### src/rtl/dwin_pkg.sv
package dwin_pkg;
  localparam logic [7:0] CMD_WRITE = 8'h5C;
  localparam logic [7:0] CMD_READ  = 8'h5D;

  localparam int SCAN_PAGE_FIRST = 0;
  localparam int SCAN_PAGE_MIRR  = 1;
  localparam int SCAN_COL_MIRR   = 2;

  typedef enum logic [1:0] {
    M_IDLE  = 2'd0,
    M_WRITE = 2'd1,
    M_READ  = 2'd2
  } stream_e;

  typedef enum logic [1:0] {
    RS_DUMMY  = 2'd0,
    RS_FIRST  = 2'd1,
    RS_SECOND = 2'd2
  } rphase_e;
endpackage

### src/rtl/win_axis.sv
module win_axis #(
  parameter int MAXV = 32,
  parameter int W    = 6
) (
  input  logic         clk,
  input  logic         rst,
  input  logic         win_we,
  input  logic [W-1:0] win_lo,
  input  logic [W-1:0] win_hi,
  input  logic         mirror,
  input  logic         step,
  output logic         at_end,
  output logic [W-1:0] phys
);
  localparam logic [W-1:0] LIMIT = W'(MAXV);

  logic [W-1:0] lo_q, hi_q, cur_q, lo_c, hi_c;
  logic [W:0]   msum;

  always_comb begin
    lo_c   = (win_lo > LIMIT) ? LIMIT : win_lo;
    hi_c   = (win_hi > LIMIT) ? LIMIT : win_hi;
    at_end = (cur_q >= hi_q);
    msum   = {1'b0, lo_q} + {1'b0, hi_q} - {1'b0, cur_q};
    phys   = mirror ? msum[W-1:0] : cur_q;
  end

  always_ff @(posedge clk) begin
    if (rst) begin
      lo_q  <= '0;
      hi_q  <= '0;
      cur_q <= '0;
    end else if (win_we) begin
      lo_q  <= lo_c;
      hi_q  <= hi_c;
      cur_q <= lo_c;
    end else if (step) begin
      cur_q <= at_end ? lo_q : cur_q + 1'b1;
    end
  end
endmodule

### src/rtl/win_mode_ctrl.sv
module win_mode_ctrl
  import dwin_pkg::*;
(
  input  logic       clk,
  input  logic       rst,
  input  logic       byte_vld,
  input  logic       byte_dc,
  input  logic [7:0] byte_val,
  output logic       adv,
  output logic       we_req,
  output logic       re_req,
  output logic       dummy
);
  stream_e st_q, st_n;
  rphase_e rs_q, rs_n;

  always_comb begin
    adv    = 1'b0;
    we_req = 1'b0;
    re_req = 1'b0;
    dummy  = 1'b0;
    st_n   = st_q;
    rs_n   = rs_q;
    if (byte_vld) begin
      if (!byte_dc) begin
        rs_n = RS_DUMMY;
        case (byte_val)
          CMD_WRITE: st_n = M_WRITE;
          CMD_READ:  st_n = M_READ;
          default:   st_n = M_IDLE;
        endcase
      end else begin
        case (st_q)
          M_WRITE: begin
            we_req = 1'b1;
            adv    = 1'b1;
          end
          M_READ: begin
            re_req = 1'b1;
            case (rs_q)
              RS_DUMMY: begin
                dummy = 1'b1;
                rs_n  = RS_FIRST;
              end
              RS_FIRST: rs_n = RS_SECOND;
              default: begin
                adv  = 1'b1;
                rs_n = RS_FIRST;
              end
            endcase
          end
          default: ;
        endcase
      end
    end
  end

  always_ff @(posedge clk) begin
    if (rst) begin
      st_q <= M_IDLE;
      rs_q <= RS_DUMMY;
    end else begin
      st_q <= st_n;
      rs_q <= rs_n;
    end
  end
endmodule

### src/rtl/dram_win_seq.sv
module dram_win_seq
  import dwin_pkg::*;
#(
  parameter int COL_MAX  = 32,
  parameter int PAGE_MAX = 129,
  parameter int COL_W    = $clog2(COL_MAX + 1),
  parameter int PAGE_W   = $clog2(PAGE_MAX + 1)
) (
  input  logic              clk,
  input  logic              rst,
  input  logic              col_win_we,
  input  logic [COL_W-1:0]  col_win_lo,
  input  logic [COL_W-1:0]  col_win_hi,
  input  logic              page_win_we,
  input  logic [PAGE_W-1:0] page_win_lo,
  input  logic [PAGE_W-1:0] page_win_hi,
  input  logic              scan_we,
  input  logic [2:0]        scan_cfg,
  input  logic              byte_vld,
  input  logic              byte_dc,
  input  logic [7:0]        byte_val,
  output logic [COL_W-1:0]  ram_col,
  output logic [PAGE_W-1:0] ram_page,
  output logic              ram_we,
  output logic              ram_re,
  output logic [7:0]        ram_wdata,
  output logic              rd_dummy
);
  logic [2:0]        scan_q;
  logic              adv, we_req, re_req, dummy;
  logic              col_end, page_end, col_step, page_step;
  logic [COL_W-1:0]  col_phys;
  logic [PAGE_W-1:0] page_phys;
  logic              page_first;

  assign page_first = scan_q[SCAN_PAGE_FIRST];
  assign col_step   = adv & (~page_first | page_end);
  assign page_step  = adv & (page_first | col_end);

  win_mode_ctrl u_mode (
    .clk(clk), .rst(rst), .byte_vld(byte_vld), .byte_dc(byte_dc),
    .byte_val(byte_val), .adv(adv), .we_req(we_req), .re_req(re_req),
    .dummy(dummy)
  );

  win_axis #(.MAXV(COL_MAX), .W(COL_W)) u_col (
    .clk(clk), .rst(rst), .win_we(col_win_we), .win_lo(col_win_lo),
    .win_hi(col_win_hi), .mirror(scan_q[SCAN_COL_MIRR]), .step(col_step),
    .at_end(col_end), .phys(col_phys)
  );

  win_axis #(.MAXV(PAGE_MAX), .W(PAGE_W)) u_page (
    .clk(clk), .rst(rst), .win_we(page_win_we), .win_lo(page_win_lo),
    .win_hi(page_win_hi), .mirror(scan_q[SCAN_PAGE_MIRR]), .step(page_step),
    .at_end(page_end), .phys(page_phys)
  );

  always_ff @(posedge clk) begin
    if (rst) begin
      scan_q    <= '0;
      ram_col   <= '0;
      ram_page  <= '0;
      ram_we    <= 1'b0;
      ram_re    <= 1'b0;
      ram_wdata <= '0;
      rd_dummy  <= 1'b0;
    end else begin
      if (scan_we) scan_q <= scan_cfg;
      ram_we   <= we_req;
      ram_re   <= re_req;
      rd_dummy <= dummy;
      if (we_req | re_req) begin
        ram_col  <= col_phys;
        ram_page <= page_phys;
      end
      if (we_req) ram_wdata <= byte_val;
    end
  end
endmodule

### config.mk
export PLATFORM = sky130hd
export DESIGN_NAME = dram_win_seq
export DESIGN_NICKNAME = d
export VERILOG_FILES = /design/src/rtl/dwin_pkg.sv /design/src/rtl/win_axis.sv /design/src/rtl/win_mode_ctrl.sv /design/src/rtl/dram_win_seq.sv
export SDC_FILE = /design/constraint.sdc
export NUM_CORES = 1
export LEC_CHECK = 0
export ABC_AREA = 1
export BUFFER_PORTS_ARGS = -buffer_cell sky130_fd_sc_hd__buf_2
export CAP_MARGIN = 20
export CORE_MARGIN = 2
export CORE_UTILIZATION = 45
export DETAILED_ROUTE_END_ITERATION = 10
export GPL_TIMING_DRIVEN = 0
export MAX_ROUTING_LAYER = met4
export PLACE_DENSITY_LB_ADDON = 0.15
export SLEW_MARGIN = 30
export SYNTH_ARGS = -nofsm -noshare
export SYNTH_HDL_FRONTEND = slang
export SYNTH_HIERARCHICAL = 1
export SYNTH_SLANG_ARGS = --single-unit
### constraint.sdc
create_clock -name clk -period 3 [get_ports clk]
set_input_delay 0.3 -clock clk [delete_from_list [all_inputs] [get_ports clk]]
set_output_delay 0.3 -clock clk [all_outputs]
set_load 0.02 [all_outputs]
==> results by group <==
Run status
  – Outcome: finished clean

Synthesis
  – Top post-synthesis cells by count: nand2_1, inv_1, nor2_1
  – Largest family of logic cells by synthesized area: simple AND/OR/NAND/NOR gates
  – Post-synthesis instance total: ~710
  – Post-synth cell types: 45
  – Compound-Gate Fraction of Synth Area: about an eighth
  – Multiplexer share of the synthesized area: 0%
  – Mapped Area: between 4000 and 5000 um^2
  – Yosys top cell by area: dfxtp_1
  – Yosys reg bits: 74
  – Syn. warnings: 6
  – Syn Area/Cell: 6.945 um^2
  – Post-synth EDFFs: 0
  – Synth top area share: around 30%
  – Most frequent cell after synthesis: nand2_1
  – Sequential area share after synthesis: around 30%
  – Post-synthesis adder-cell area fraction: around an eighth
  – Simple-Gate Fraction of Synth Area: 29.07%
  – Mapped Nets: about 800
  – Ys flop type: dfxtp_1
  – Synth area leaders: dfxtp_1, nand2_1, inv_1, nor2_1, ha_1
  – Ys async rst share: 0%
  – Post-Synth XOR/XNOR Area: around 3.7%

Global routing
  – GRT Total Usage: a little over a fifth
  – Initial antenna violation count: 0
  – Grt total ovfl: 0
  – Largest net degree at the start of global routing: 19
  – First-pass GRT wire length: 19490 um
  – Vias in the first global route: ~4300

Route
  – Routed vias: roughly 4500
  – Initial DRC Count: 230
  – Antenna viol nets, final: 0
  – Drt first pass iters: 4
  – WL per Instance: 12.30 um
  – # DRC: 0
  – Routed wire length: ~12000 um
  – Vias per inst: slightly below 5

Die
  – Core area: roughly 11000 um^2
  – Die span in y: 108.8 um
  – IO Count: 71
  – Initial Util: approximately 46%
  – Die area: between 10000 and 15000 um^2
  – Die X: about 110 um
  – Cell row count: 38

Power and ir drop
  – Max IR drop VDD: 0.2249 mV
  – Tot Pwr: around 0.0027 W
  – Leakage power: 2.858 nW
  – PD cells: around 470 nW/um^2

CTS
  – Total CTS buffers: 9
  – H-tree depth: 3
  – CTS tree: yes
  – Post-cts resize count: 0
  – Clock Tree Buf Depth: 2
  – # hold bufs at CTS: 0
  – Clk pin slew, worst setup/hold paths: ~0.08 ns
  – Skew-Pair Late Insertion Delay: ~0.36 ns
  – Root Driver: clkbuf_8
  – # Post-CTS Setup Buffers: 0
  – CTS sink count: between 70 and 80

Critical path
  – WP data required: around 3.3 ns
  – Arrival time worst endpoint: 2.64 ns
  – Worst r2r src: u_page/cur_q[0]
  – Critical path launch point type: flip-flop
  – Worst-path maximum fanout: 6
  – Crit Path Category: flip-flop to flip-flop
  – R2r setup slk: 0.66 ns
  – Worst reg2reg endpoint: ram_page[4]
  – CP endpoint kind: flip-flop
  – Worst Reg-to-Reg Cells: 11

Placed design
  – Detail Placement HPWL: approximately 9000 um
  – Placer congestion estimate: roughly 0.86
  – IO buf count: between 60 and 70

Timing
  – Hold Vio Cnt, Final: 0
  – RSZ-0062 raised after global routing: false
  – Rel. slew slack: 64.51%
  – Setup violations, final: 0
  – Final count of pins violating max slew: 0
  – Tcrit/Tclk final: between 70 and 80%
  – Tightest Pin Transition: between 0.5 and 0.6 ns
  – Setup TNS Final: 0 ns
  – Worst Clk Skew: around 0.0079 ns
  – Max Freq: 0.4274 GHz
  – Tmin final: approximately 2.3 ns

Worst hold path
  – Min-Delay Endpoint: scan_q[1]
  – Worst hold path cell count: 3
  – Hold path startpoint: scan_cfg[1]
  – Worst Hold Class: input port to flip-flop

Cells and area
  – Ant diodes: 0
  – Final Core Density: a little over half
  – Area grow syn2layout: 15.21%
  – Nets: around 880
  – Share of cells above drive strength 1: between 15 and 20%

Job
  – Max_cap viols: 0
## metrics by stage
step | hold slack, ns | instance area, um^2 | setup slack [ns] | std cells
floorplan | 0.3691 | 4945 | 0.8612 | 712
global placement | 0.4568 | 5460 | 0.7145 | 920
detailed placement | 0.4563 | 5460 | 0.6786 | 920
CTS | 0.1398 | 5697 | 0.6599 | 936
global route | 0.1535 | 5697 | 0.4144 | 936
finish | 0.1586 | 5697 | 0.6601 | 936
## where the power goes
group | internal [W] | switching [W]
combinational | 0.000269 | 0.000411
clock | 0.000518 | 0.000408
sequential | 0.00102 | 0.0000475
## state kept, by name, indices dropped and copies added, names as in the netlist
| register | flops |
|---|---|
| scan_q | 3 |
| u_page/cur_q | 8 |
| ram_we | 1 |
| ram_col | 6 |
| u_col/lo_q | 6 |
| u_page/hi_q | 8 |
| ram_wdata | 8 |
| u_mode/rs_q | 2 |
| ram_page | 8 |
| u_col/cur_q | 6 |
| rd_dummy | 1 |
| u_page/lo_q | 8 |
| ram_re | 1 |
| u_mode/st_q | 2 |
| u_col/hi_q | 6 |
## layout make-up
type                       instances  area [um^2]
clock inverter                     5        85.08
buffer                            17        136.4
tap                              140        175.2
inverter                         128        483.0
sequential                        74         1481
multi-input combinational        493         2844
fill                            1074         5096
timing repair buffer              68        340.3
clock buffer                      11        151.4
## layer usage
metal,routed length (um),global-route usage (%),part of all wire (%),vias to the layer above
met5,0,-,0,-
met4,143,7.326,1.2,0
met3,482,3.527,4.2,10
met2,5166,33.88,45,84
met1,5720,28.32,50,2049
li1,-,-,-,2367
## critical path, cell delays in order (launching register included)
cell     delay [ns]
dfxtp_1        0.48
ha_1           0.30
inv_1          0.06
ha_1           0.19
inv_1          0.07
fa_1           0.36
inv_1          0.12
a31oi_1        0.11
or2_1          0.22
a31oi_1        0.20
nor2_1         0.08
nor2_1         0.09
## cells by family (layout without fill, tap and decap cells)
group	after synthesis	count (layout)
AOI/OAI and AO/OA	103	103
xor gates and xnor gates	21	21
adders and majority gates	44	44
buffers and inverters	145	229
DFF	74	74
and+or+nand+nor	325	325
## placed cells by master, fill, tap and decap left out, types with 5 or more instances in the layout
cell type / instances
nor2_1: 115
xnor2_1: 9
clkbuf_8: 11
a21oi_1: 42
xor2_1: 12
buf_2: 74
nor2_4: 6
nand2_2: 5
inv_1: 123
ha_1: 32
buf_6: 5
nand4_1: 7
dfxtp_1: 74
o21ai_0: 39
nand2_1: 148
nand3_1: 27
fa_1: 12
## how the worst max path moves through the flow
stage	from	to	slack, ns	depth (start not counted)
2_1_floorplan	u_page/lo_q[5]	ram_page[6]	0.86	13
3_3_place_gp	u_page/cur_q[5]	ram_page[6]	0.71	12
3_5_place_dp	u_page/lo_q[5]	ram_page[6]	0.68	13
4_1_cts	u_page/lo_q[5]	ram_page[6]	0.66	13
5_1_grt	u_page/cur_q[3]	ram_page[6]	0.41	12
6_report	u_page/cur_q[0]	ram_page[4]	0.66	11
(Power assumes the default switching activity.)
